$ cat src/rtl/pgdram_pkg.sv
package pgdram_pkg;

   typedef enum logic [2:0] {
      ST_IDLE,
      ST_ROW,
      ST_CSET,
      ST_CSTB,
      ST_TAIL,
      ST_PRE
   } pg_state_t;

   function automatic int imax(input int a, input int b);
      return (a > b) ? a : b;
   endfunction

endpackage

$ cat src/rtl/pgdram_addr.sv
module pgdram_addr #(
   parameter int ROW_W  = 10,
   parameter int COL_W  = 10,
   parameter int BEAT_W = 2,
   localparam int AW    = (ROW_W > COL_W) ? ROW_W : COL_W,
   localparam int BLK_W = ROW_W + COL_W - BEAT_W
) (
   input  logic             clk,
   input  logic             rst_n,
   input  logic             load,
   input  logic [BLK_W-1:0] blk_addr,
   input  logic             sel_row,
   input  logic [BEAT_W-1:0] beat,
   output logic [AW-1:0]    dram_addr
);

   localparam int CHI_W = COL_W - BEAT_W;

   if (COL_W <= BEAT_W) begin : g_bad_col
      $error("column width must exceed the beat index width");
   end
   if (ROW_W < 1) begin : g_bad_row
      $error("row width must be at least 1");
   end

   logic [ROW_W-1:0] row_q;
   logic [CHI_W-1:0] chi_q;
   logic [COL_W-1:0] col_w;

   always_ff @(posedge clk or negedge rst_n) begin
      if (!rst_n) begin
         row_q <= '0;
         chi_q <= '0;
      end else if (load) begin
         row_q <= blk_addr[BLK_W-1 -: ROW_W];
         chi_q <= blk_addr[CHI_W-1:0];
      end
   end

   assign col_w = {chi_q, beat};

   if (ROW_W == COL_W) begin : g_same
      assign dram_addr = sel_row ? row_q : col_w;
   end else begin : g_pad
      assign dram_addr = sel_row ? AW'(row_q) : AW'(col_w);
   end

endmodule

$ cat src/rtl/pgdram_seq.sv
module pgdram_seq
   import pgdram_pkg::*;
#(
   parameter int BURST       = 4,
   parameter int ROW_CYC     = 2,
   parameter int PG_CAS_LO   = 2,
   parameter int EDO_CAS_LO  = 1,
   parameter int PRE_CYC     = 3,
   parameter bit SUPPORT_EDO = 1'b1,
   localparam int BEAT_W     = (BURST > 1) ? $clog2(BURST) : 1
) (
   input  logic              clk,
   input  logic              rst_n,
   input  logic              req_valid,
   input  logic              edo_mode,
   output logic              req_ready,
   output logic              accept,
   output logic              sel_row,
   output logic [BEAT_W-1:0] beat,
   output logic              ras_n,
   output logic              cas_n,
   output logic              oe_n,
   output logic              cap_stb,
   output logic [BEAT_W-1:0] cap_beat,
   output logic              cap_last
);

   localparam int MAXC  = imax(imax(ROW_CYC, PRE_CYC), imax(PG_CAS_LO, EDO_CAS_LO));
   localparam int CNT_W = $clog2(MAXC + 1);
   localparam logic [BEAT_W-1:0] LAST_BEAT = BEAT_W'(BURST - 1);
   localparam logic [CNT_W-1:0]  ROW_LD    = CNT_W'(ROW_CYC - 1);
   localparam logic [CNT_W-1:0]  PG_LD     = CNT_W'(PG_CAS_LO - 1);
   localparam logic [CNT_W-1:0]  EDO_LD    = CNT_W'(EDO_CAS_LO - 1);
   localparam logic [CNT_W-1:0]  PRE_LD    = CNT_W'(PRE_CYC - 1);
   localparam logic [CNT_W:0]    PRE_MIN   = (CNT_W+1)'(PRE_CYC);

   if (BURST < 2 || (1 << BEAT_W) != BURST) begin : g_bad_burst
      $error("burst length must be a power of two, at least 2");
   end
   if (ROW_CYC < 1 || PG_CAS_LO < 1 || EDO_CAS_LO < 1 || PRE_CYC < 1) begin : g_bad_time
      $error("every timing parameter must be at least one cycle");
   end

   pg_state_t         st;
   logic [CNT_W-1:0]  cnt;
   logic [BEAT_W-1:0] bt;
   logic              edo_q;
   logic              mode_req;
   logic              cnt_zero;

   if (SUPPORT_EDO) begin : g_edo
      assign mode_req = edo_mode;
   end else begin : g_page_only
      assign mode_req = 1'b0;
   end

   assign req_ready = (st == ST_IDLE);
   assign accept    = req_valid && req_ready;
   assign cnt_zero  = (cnt == '0);

   always_ff @(posedge clk or negedge rst_n) begin
      if (!rst_n) begin
         st    <= ST_IDLE;
         cnt   <= '0;
         bt    <= '0;
         edo_q <= 1'b0;
      end else begin
         case (st)
            ST_IDLE: begin
               if (accept) begin
                  st    <= ST_ROW;
                  cnt   <= ROW_LD;
                  bt    <= '0;
                  edo_q <= mode_req;
               end
            end
            ST_ROW: begin
               if (cnt_zero) st <= ST_CSET;
               else          cnt <= cnt - 1'b1;
            end
            ST_CSET: begin
               st  <= ST_CSTB;
               cnt <= edo_q ? EDO_LD : PG_LD;
            end
            ST_CSTB: begin
               if (!cnt_zero) begin
                  cnt <= cnt - 1'b1;
               end else if (bt == LAST_BEAT) begin
                  if (edo_q) begin
                     st <= ST_TAIL;
                  end else begin
                     st  <= ST_PRE;
                     cnt <= PRE_LD;
                  end
               end else begin
                  bt <= bt + 1'b1;
                  st <= ST_CSET;
               end
            end
            ST_TAIL: begin
               st  <= ST_PRE;
               cnt <= PRE_LD;
            end
            ST_PRE: begin
               if (cnt_zero) st <= ST_IDLE;
               else          cnt <= cnt - 1'b1;
            end
            default: st <= ST_IDLE;
         endcase
      end
   end

   // page mode takes the word in the last strobe-low cycle; the other mode
   // takes it one cycle later, while the next column is being set up
   always_comb begin
      cap_stb = 1'b0;
      if (!edo_q && st == ST_CSTB && cnt_zero) cap_stb = 1'b1;
      if (edo_q && st == ST_CSET && bt != '0)  cap_stb = 1'b1;
      if (st == ST_TAIL)                       cap_stb = 1'b1;
   end

   assign cap_beat = (edo_q && st == ST_CSET) ? bt - 1'b1 : bt;
   assign cap_last = (cap_beat == LAST_BEAT);
   assign beat     = bt;
   assign sel_row  = !(st inside {ST_CSET, ST_CSTB, ST_TAIL});
   assign ras_n    = !(st inside {ST_ROW, ST_CSET, ST_CSTB, ST_TAIL});
   assign cas_n    = !(st == ST_CSTB);
   assign oe_n     = !(st == ST_CSTB || st == ST_TAIL || (st == ST_CSET && bt != '0));

   // run length of row strobe high time, used to check the recovery window
   logic [CNT_W:0] hi_run;
   always_ff @(posedge clk or negedge rst_n) begin
      if (!rst_n)          hi_run <= PRE_MIN;
      else if (!ras_n)     hi_run <= '0;
      else if (hi_run < PRE_MIN) hi_run <= hi_run + 1'b1;
   end

   p_pre_gap_r8: assert property (@(posedge clk) disable iff (!rst_n)
      $fell(ras_n) |-> hi_run >= PRE_MIN);

   p_beat_step_r3: assert property (@(posedge clk) disable iff (!rst_n)
      (st == ST_CSET && $past(st) == ST_CSTB) |-> bt == $past(bt) + 1'b1);

   p_ready_closed_r8: assert property (@(posedge clk) disable iff (!rst_n)
      req_ready |-> (ras_n && cas_n && oe_n));

endmodule

$ cat src/rtl/pgdram_cap.sv
module pgdram_cap #(
   parameter int DW     = 64,
   parameter int BEAT_W = 2
) (
   input  logic              clk,
   input  logic              rst_n,
   input  logic              cap_stb,
   input  logic [BEAT_W-1:0] cap_beat,
   input  logic              cap_last,
   input  logic [DW-1:0]     dq_in,
   output logic              rd_valid,
   output logic [DW-1:0]     rd_data,
   output logic [BEAT_W-1:0] rd_beat,
   output logic              rd_done
);

   if (DW < 1) begin : g_bad_dw
      $error("data width must be at least 1");
   end

   always_ff @(posedge clk or negedge rst_n) begin
      if (!rst_n) begin
         rd_valid <= 1'b0;
         rd_data  <= '0;
         rd_beat  <= '0;
         rd_done  <= 1'b0;
      end else begin
         rd_valid <= cap_stb;
         rd_done  <= cap_stb && cap_last;
         if (cap_stb) begin
            rd_data <= dq_in;
            rd_beat <= cap_beat;
         end
      end
   end

   // expected next beat number, for ordering check
   logic [BEAT_W-1:0] nxt_beat;
   always_ff @(posedge clk or negedge rst_n) begin
      if (!rst_n)                nxt_beat <= '0;
      else if (rd_valid && rd_done) nxt_beat <= '0;
      else if (rd_valid)         nxt_beat <= rd_beat + 1'b1;
   end

   p_beat_order_r3: assert property (@(posedge clk) disable iff (!rst_n)
      rd_valid |-> rd_beat == nxt_beat);

   p_done_valid_r6: assert property (@(posedge clk) disable iff (!rst_n)
      rd_done |-> rd_valid);

endmodule

$ cat src/rtl/pgdram_fill_ctrl.sv
module pgdram_fill_ctrl #(
   parameter int DW          = 64,
   parameter int ROW_W       = 10,
   parameter int COL_W       = 10,
   parameter int BURST       = 4,
   parameter int ROW_CYC     = 2,
   parameter int PG_CAS_LO   = 2,
   parameter int EDO_CAS_LO  = 1,
   parameter int PRE_CYC     = 3,
   parameter bit SUPPORT_EDO = 1'b1
) (
   input  logic                                      clk,
   input  logic                                      rst_n,
   input  logic                                      req_valid,
   input  logic [ROW_W+COL_W-$clog2(BURST)-1:0]      req_addr,
   input  logic                                      edo_mode,
   output logic                                      req_ready,
   output logic [((ROW_W > COL_W) ? ROW_W : COL_W)-1:0] dram_addr,
   output logic                                      dram_ras_n,
   output logic                                      dram_cas_n,
   output logic                                      dram_oe_n,
   output logic                                      dram_we_n,
   output logic                                      dram_dq_oe,
   input  logic [DW-1:0]                             dram_dq_in,
   output logic                                      rd_valid,
   output logic [DW-1:0]                             rd_data,
   output logic [$clog2(BURST)-1:0]                  rd_beat,
   output logic                                      rd_done
);

   localparam int BEAT_W = $clog2(BURST);

   logic              accept;
   logic              sel_row;
   logic [BEAT_W-1:0] beat;
   logic              cap_stb;
   logic [BEAT_W-1:0] cap_beat;
   logic              cap_last;

   pgdram_seq #(
      .BURST       (BURST),
      .ROW_CYC     (ROW_CYC),
      .PG_CAS_LO   (PG_CAS_LO),
      .EDO_CAS_LO  (EDO_CAS_LO),
      .PRE_CYC     (PRE_CYC),
      .SUPPORT_EDO (SUPPORT_EDO)
   ) u_seq (
      .clk       (clk),
      .rst_n     (rst_n),
      .req_valid (req_valid),
      .edo_mode  (edo_mode),
      .req_ready (req_ready),
      .accept    (accept),
      .sel_row   (sel_row),
      .beat      (beat),
      .ras_n     (dram_ras_n),
      .cas_n     (dram_cas_n),
      .oe_n      (dram_oe_n),
      .cap_stb   (cap_stb),
      .cap_beat  (cap_beat),
      .cap_last  (cap_last)
   );

   pgdram_addr #(
      .ROW_W  (ROW_W),
      .COL_W  (COL_W),
      .BEAT_W (BEAT_W)
   ) u_addr (
      .clk       (clk),
      .rst_n     (rst_n),
      .load      (accept),
      .blk_addr  (req_addr),
      .sel_row   (sel_row),
      .beat      (beat),
      .dram_addr (dram_addr)
   );

   pgdram_cap #(
      .DW     (DW),
      .BEAT_W (BEAT_W)
   ) u_cap (
      .clk      (clk),
      .rst_n    (rst_n),
      .cap_stb  (cap_stb),
      .cap_beat (cap_beat),
      .cap_last (cap_last),
      .dq_in    (dram_dq_in),
      .rd_valid (rd_valid),
      .rd_data  (rd_data),
      .rd_beat  (rd_beat),
      .rd_done  (rd_done)
   );

   // read-only controller: pins stay in receive direction, no write strobe
   assign dram_we_n  = 1'b1;
   assign dram_dq_oe = 1'b0;

   p_cas_in_row_r2: assert property (@(posedge clk) disable iff (!rst_n)
      !dram_cas_n |-> !dram_ras_n);

   p_oe_in_row_r7: assert property (@(posedge clk) disable iff (!rst_n)
      !dram_oe_n |-> !dram_ras_n);

   p_col_stable_r3: assert property (@(posedge clk) disable iff (!rst_n)
      (!dram_cas_n && $past(!dram_cas_n)) |-> $stable(dram_addr));

   p_valid_after_row_r6: assert property (@(posedge clk) disable iff (!rst_n)
      rd_valid |-> !$past(req_ready));

endmodule

$ cat config.mk
export PLATFORM = sky130hd
export DESIGN_NAME = pgdram_fill_ctrl
export DESIGN_NICKNAME = d
export VERILOG_FILES = /design/src/rtl/pgdram_pkg.sv /design/src/rtl/pgdram_addr.sv /design/src/rtl/pgdram_seq.sv /design/src/rtl/pgdram_cap.sv /design/src/rtl/pgdram_fill_ctrl.sv
export SDC_FILE = /design/constraint.sdc
export NUM_CORES = 1
export LEC_CHECK = 0
export BUFFER_PORTS_ARGS = -buffer_cell sky130_fd_sc_hd__buf_4
export CAP_MARGIN = 20
export CORE_MARGIN = 2
export CORE_UTILIZATION = 41
export DETAILED_ROUTE_END_ITERATION = 10
export PLACE_DENSITY = 0.71
export SYNTH_ARGS = -nofsm -noshare
export SYNTH_HDL_FRONTEND = slang
export SYNTH_SLANG_ARGS = --single-unit
$ cat constraint.sdc
create_clock -name clk -period 2.33 [get_ports clk]
set_clock_uncertainty 0.05 [all_clocks]
set_input_delay 0.3495 -clock clk [delete_from_list [all_inputs] [get_ports clk]]
set_output_delay 0.3495 -clock clk [all_outputs]
set_load 0.01 [all_outputs]
==> impl_metrics.json, run 1 <==
{
  "hold_violations": 0,
  "cts_inserted_buffers": 9,
  "num_antenna_cells": 0,
  "rows": 35,
  "status": "finished clean",
  "synthesis.yosys.warnings": 0,
  "worstSetupPathType": "reg2out",
  "crit_family": "flip-flops",
  "fp.dieArea_sq_um": 10410,
  "vdd_drop_max_uv": 667.3,
  "routedWlPerCell_um": 14.94,
  "netlist_area_sq_um": 3939,
  "whs_ns": 0.1652,
  "final_common_cell": "buf_4",
  "fmax_mhz": 439.6,
  "ys_types": 35,
  "end_kind": "output port",
  "cp-start-kind": "register",
  "worst-path-buf-inv": 2,
  "antenna_found_initial": 0,
  "drt-pass1-iter-count": 4,
  "grt_overflow_total": 0,
  "drive_gt1_share_pct": 60.31,
  "cts_tree": "yes",
  "path_cells": "nor2_1, a21oi_2, buf_4, mux2_2, buf_4",
  "clock_sink_count": 94,
  "grt_max_degree": 69,
  "syn_inst": 272,
  "grt_first_pass_wirelength_um": 13450,
  "totalWireLength_um": 8668,
  "ios": 170,
  "final_cell_mix": "172 x buf_4, 94 x dfrtp_1, 75 x mux2_2",
  "cts.clk_slew.worst_paths_ns": 0.09,
  "via_per_inst": 4.716,
  "h-tree-depth": 3,
  "cts-root-buf": "clkbuf_8",
  "grt.total_usage_pct": 16.60,
  "dieWidth_um": 102.0,
  "met2_usage_pct": 27.33,
  "coreArea_sq_um": 9284,
  "syn2layout_area_growth_pct": 42.92,
  "crit_path_frequent_cell": "buf_4",
  "busiest_layer": "met2",
  "drtAntennaViolNets": 0,
  "first_global_vias": 2776,
  "setup_violations": 0,
  "syn-num-nets": 363,
  "port_buffers": 167,
  "crit_slowest_cell": "dfrtp_1",
  "final_max_slew_viol_count": 0,
  "final_area_sq_um": 5629,
  "clkLatencyLatePin_ns": 0.34,
  "p_total_w": 0.008046,
  "ys_ff_latch": 94,
  "use_met3_pct": 4.856,
  "via_count": 2735,
  "arrival_ns": 1.88,
  "fillers": 766,
  "avgSynthCellArea_sq_um": 14.48,
  "hp-class": "in2reg",
  "drv_cap": 0,
  "dpl-instance-area_sq_um": 5374,
  "worst_pin_slew_ns": 0.5723,
  "start_util_pct": 42.43,
  "crit_fanout": 9,
  "critPathRequiredTime_ns": 1.93,
  "period_share_pct": 97.62,
  "synth-seq-area-share_pct": 59.72,
  "fin_crit_ns": 2.275,
  "slowest_delay_ns": 0.53,
  "dp_hpwl_um": 6434,
  "drt-initial-drc-count": 121,
  "drc": 0,
  "p_per_area_nw_per_um2": 1429,
  "leakagePower_nw": 2.678,
  "max_slew_margin_pct": 61.84,
  "globalplace.congestion": 0.8706,
  "die_h_um": 102.0,
  "use_met1_pct": 20.99,
  "final_nets": 537,
  "cts_max_path_buffers": 2
}
## final timing paths
path	startpoint	end	slack, ns	cells past startpoint
max	u_seq.st[0]	dram_addr[4]	0.06	5
min	dram_dq_in[22]	u_cap.rd_data[22]	0.17	2
max reg2reg	u_seq.beat[0]	u_cap.rd_data[11]	0.32	6
min reg2reg	u_addr.row_q[8]	u_addr.row_q[8]	0.44	1
max in group asynchronous	rst_n	u_cap.rd_data[11]	1.07	3
min in group asynchronous	rst_n	u_cap.rd_data[34]	0.49	2
## area by class of cell
type	count	area, sq um	area share (%)
clock buffers	11	141.4	2.512
repair buffers	178	1384	24.58
clock inverters	5	82.58	1.467
multi-input cells	156	1481	26.32
well taps	129	161.4	2.867
flip-flops and latches	94	2352	41.79
inverters	7	26.28	0.4668
## cell families (layout without fill, tap and decap cells)
family                     Yosys count  after routing  synth area share (%)
adders and majority gates            5              5                 1.588
xor gates and xnor gates             2              2                0.4448
AOI/OAI and AO/OA                   24             24                 3.907
and+or+nand+nor                     27             27                 3.685
other                                2              2                0.1907
buffers and inverters               22            201                 3.049
muxes                               96             96                 27.41
DFF                                 94             94                 59.72
## report_power, final
part,switching (W),total [W],internal (W)
clock network,0.000544,0.00118,0.000637
logic,0.00166,0.00395,0.00229
registers,0.000447,0.00292,0.00247
total,0.00265,0.00805,0.00540
## synthesized netlist by cell type (all sizes together)
cell type  instances  area, sq um
o21ai              9        45.04
a21oi              6        30.03
nor3               3        15.01
a31oi              1        6.260
a22oi              2        20.02
nor4b              1        15.01
conb               2        7.510
o21a               1        7.510
buf               14        90.08
nand2b             2        12.51
o22ai              1        6.260
nand4              1        6.260
nor2               5        18.77
clkbuf             1        3.750
dfrtp             94         2352
nand2              9        33.78
o211ai             2        15.01
inv                7        26.28
xnor2              1        8.760
a22o               1        8.760
and3               1        6.260
nand3b             1        7.510
mux2              95         1070
nand4bb            1        11.26
or3                1        6.260
xor2               1        8.760
nor2b              2        12.51
mux2i              1        10.01
a221oi             1        15.01
ha                 5        62.56
## flip-flops by register name, summed over array words and instances, names as in the netlist
signal          cells
u_cap.rd_beat       2
u_cap.rd_done       1
u_seq.st            3
u_cap.rd_valid      1
u_seq.beat          2
u_seq.edo_q         1
u_cap.rd_data      64
u_addr.chi_q        8
u_seq.cnt           2
u_addr.row_q       10
## repair_timing
action	in CTS	in global routing
hold buffers	1	0
setup buffers	0	0
resized for setup	0	6
setup endpoints to repair	0	8
endpoints found under the hold margin	44	0
## routing by layer
layer	vias up	wire [um]
li1	1301	-
met1	1316	3593
met2	113	4202
met3	5	801
met4	0	70
met5	-	0
## through the flow
stage	std cells	setup TNS [ns]	worst slack [ns]	util [%]
CTS	579	0	0.04730	60.40
global placement	562	0	0.3531	57.88
floorplan	272	0	0.5084	-
detailed placement	562	0	0.3285	57.88
finish	580	0	0.05543	60.63
global route	580	-0.1142	-0.03930	60.63
Power figures use the tool's default switching activity.
==> run 2: changes to the inputs <==
--- a/config.mk
+++ b/config.mk
@@ -7,5 +7,4 @@
 export LEC_CHECK = 0
 export BUFFER_PORTS_ARGS = -buffer_cell sky130_fd_sc_hd__buf_4
-export CAP_MARGIN = 20
 export CORE_MARGIN = 2
 export CORE_UTILIZATION = 41
==> constraint.sdc (replaced) <==
create_clock -name clk -period 2.33 [get_ports clk]
set_clock_uncertainty 0.05 [all_clocks]
set_input_delay 0.466 -clock clk [delete_from_list [all_inputs] [get_ports clk]]
set_output_delay 0.466 -clock clk [all_outputs]
set_load 0.01 [all_outputs]
==> run 2 against run 1 <==
  * Register-to-register slack about the same
  * Fmax down 1.0%
  * Sequential share of layout area is 0.11 points higher
  * Die area stayed put
  * Setup slack worse by 0.023 ns
  * Total power shrank 0.33%
  * Largest cell class unchanged
==> impl_metrics.json, run 2 (synthesized netlist as in run 1, its figures left out) <==
{
  "status": "finished clean",
  "die_h_um": 102.0,
  "fin_crit_ns": 2.298,
  "cts-root-buf": "clkbuf_8",
  "port_buffers": 167,
  "grt_first_pass_wirelength_um": 13290,
  "drive_gt1_share_pct": 60.93,
  "largest_reg_flops": 64,
  "crit_fanout": 5,
  "critPathRequiredTime_ns": 1.81,
  "cp-start-kind": "register",
  "fmax_mhz": 435.2,
  "final_max_slew_viol_count": 0,
  "end_kind": "output port",
  "p_total_w": 0.008020,
  "multi_input_area_sq_um": 1486,
  "wl_met1_um": 3589,
  "drt-pass1-iter-count": 4,
  "routedWlPerCell_um": 15.26,
  "grt_max_degree": 69,
  "drtAntennaViolNets": 0,
  "globalplace.congestion": 0.8834,
  "num_antenna_cells": 0,
  "clkLatencyLatePin_ns": 0.34,
  "antenna_found_initial": 0,
  "via_per_inst": 4.818,
  "cts_max_path_buffers": 2,
  "top_layer": "met4",
  "crit_path_frequent_cell": "buf_4",
  "fp.dieArea_sq_um": 10410,
  "totalWireLength_um": 8880,
  "rsz0062_at_grt": "true",
  "first_global_vias": 2752,
  "final_cell_mix": "177 x buf_4, 93 x dfrtp_1, 75 x mux2_2",
  "hold_violations": 0,
  "start_util_pct": 42.43,
  "slowest_delay_ns": 0.42,
  "fillers": 765,
  "drv_cap": 0,
  "place_ws_ns": 0.3291,
  "arrival_ns": 1.78,
  "dieWidth_um": 102.0,
  "top_regs": "u_cap.rd_data x64, u_addr.row_q x10, u_addr.chi_q x8",
  "drc": 0,
  "via_count": 2804,
  "p_per_area_nw_per_um2": 1428,
  "h-tree-depth": 3,
  "cts.clk_slew.worst_paths_ns": 0.09,
  "dp_hpwl_um": 6616,
  "clock_sink_count": 94,
  "final_util_pct": 60.51,
  "regArea_sq_um": 2354,
  "cts_inserted_buffers": 9,
  "met2_length_um": 4289,
  "drt-initial-drc-count": 112,
  "grt_overflow_total": 0,
  "final_common_cell": "buf_4",
  "whs_ns": 0.02672,
  "hp-class": "in2async",
  "grt.total_usage_pct": 16.48,
  "worstSetupPathType": "reg2out",
  "setup_violations": 0,
  "top_register": "u_cap.rd_data",
  "period_share_pct": 98.61,
  "vdd_drop_max_uv": 597.0,
  "crit_slowest_cell": "dfrtp_1",
  "syn2layout_area_growth_pct": 42.63,
  "hold_buffers": 0,
  "ios": 170,
  "setup_tns_ns": 0,
  "dr_wl_met3_um": 875,
  "rows": 35,
  "path_cells": "nor2b_4, a21oi_2, buf_4, mux2_2, buf_4",
  "leakagePower_nw": 2.679,
  "coreArea_sq_um": 9284,
  "cts_tree": "yes",
  "worst_slack_ns": 0.03230,
  "final_nets": 539
}
[run 2: cell types whose count changed in the layout (fill, tap and decap cells not counted), sizes merged]
| cell | before | now |
|---|---|---|
| clkbuf | 11 | 12 |
| clkinvlp | 0 | 1 |
| dlygate4sd3 | 1 | 0 |
| buf | 177 | 180 |
| bufinv | 2 | 1 |
| clkinv | 3 | 2 |
[run 2: cell type report]
type | count | share of cell area [%]
multi-input cells | 156 | 26.46
well taps | 129 | 2.873
flip-flops and latches | 94 | 41.89
clock inverters | 4 | 0.9800
inverters | 7 | 0.4677
repair buffers | 180 | 24.57
clock buffers | 12 | 2.762
[run 2: worst paths after layout]
path	startpoint	endpoint	slack (ns)	cells after the start
setup / recovery	u_seq.st[1]	dram_addr[8]	0.03	5
hold / removal	rst_n	u_cap.rd_data[32]	0.03	1
min in group clk	dram_dq_in[22]	u_cap.rd_data[22]	0.28	2
max in group asynchronous	rst_n	u_cap.rd_data[39]	1.57	2
hold reg to reg	u_cap.rd_data[36]	u_cap.rd_data[36]	0.45	1
setup reg to reg	u_seq.beat[0]	u_cap.rd_data[8]	0.33	6
[run 2: worst max-delay path, delay by kind of cell (launching register included)]
family                 cells  cell delay [ns]
DFF                        1             0.42
muxes                      1             0.35
buffers and inverters      2             0.34
AOI/OAI and AO/OA          1             0.19
and+or+nand+nor            1             0.15
[run 2: metrics by stage]
step | area [sq um] | std cells
floorplan | 3939 | 272
global placement | 5376 | 564
detailed placement | 5376 | 564
CTS | 5608 | 582
global route | 5618 | 582
finish | 5618 | 582
[run 2: what timing repair did]
| item | CTS | global route |
|---|---|---|
| setup buffers | 1 | 0 |
| endpoints found under the setup margin | 8 | 10 |
| gates resized for setup | 5 | 3 |
| cloned | 1 | 0 |
[run 2: per-layer routing]
layer	up-vias	global-route usage, %
li1	1303	-
met1	1351	21.15
met2	139	26.57
met3	11	4.514
met4	0	6.667
met5	-	0
[run 2: report_power, final]
| part | switching (W) | total [W] | internal [W] |
|---|---|---|---|
| Clock | 0.000545 | 0.00110 | 0.000560 |
| Sequential | 0.000431 | 0.00290 | 0.00247 |
| Combinational | 0.00170 | 0.00401 | 0.00231 |
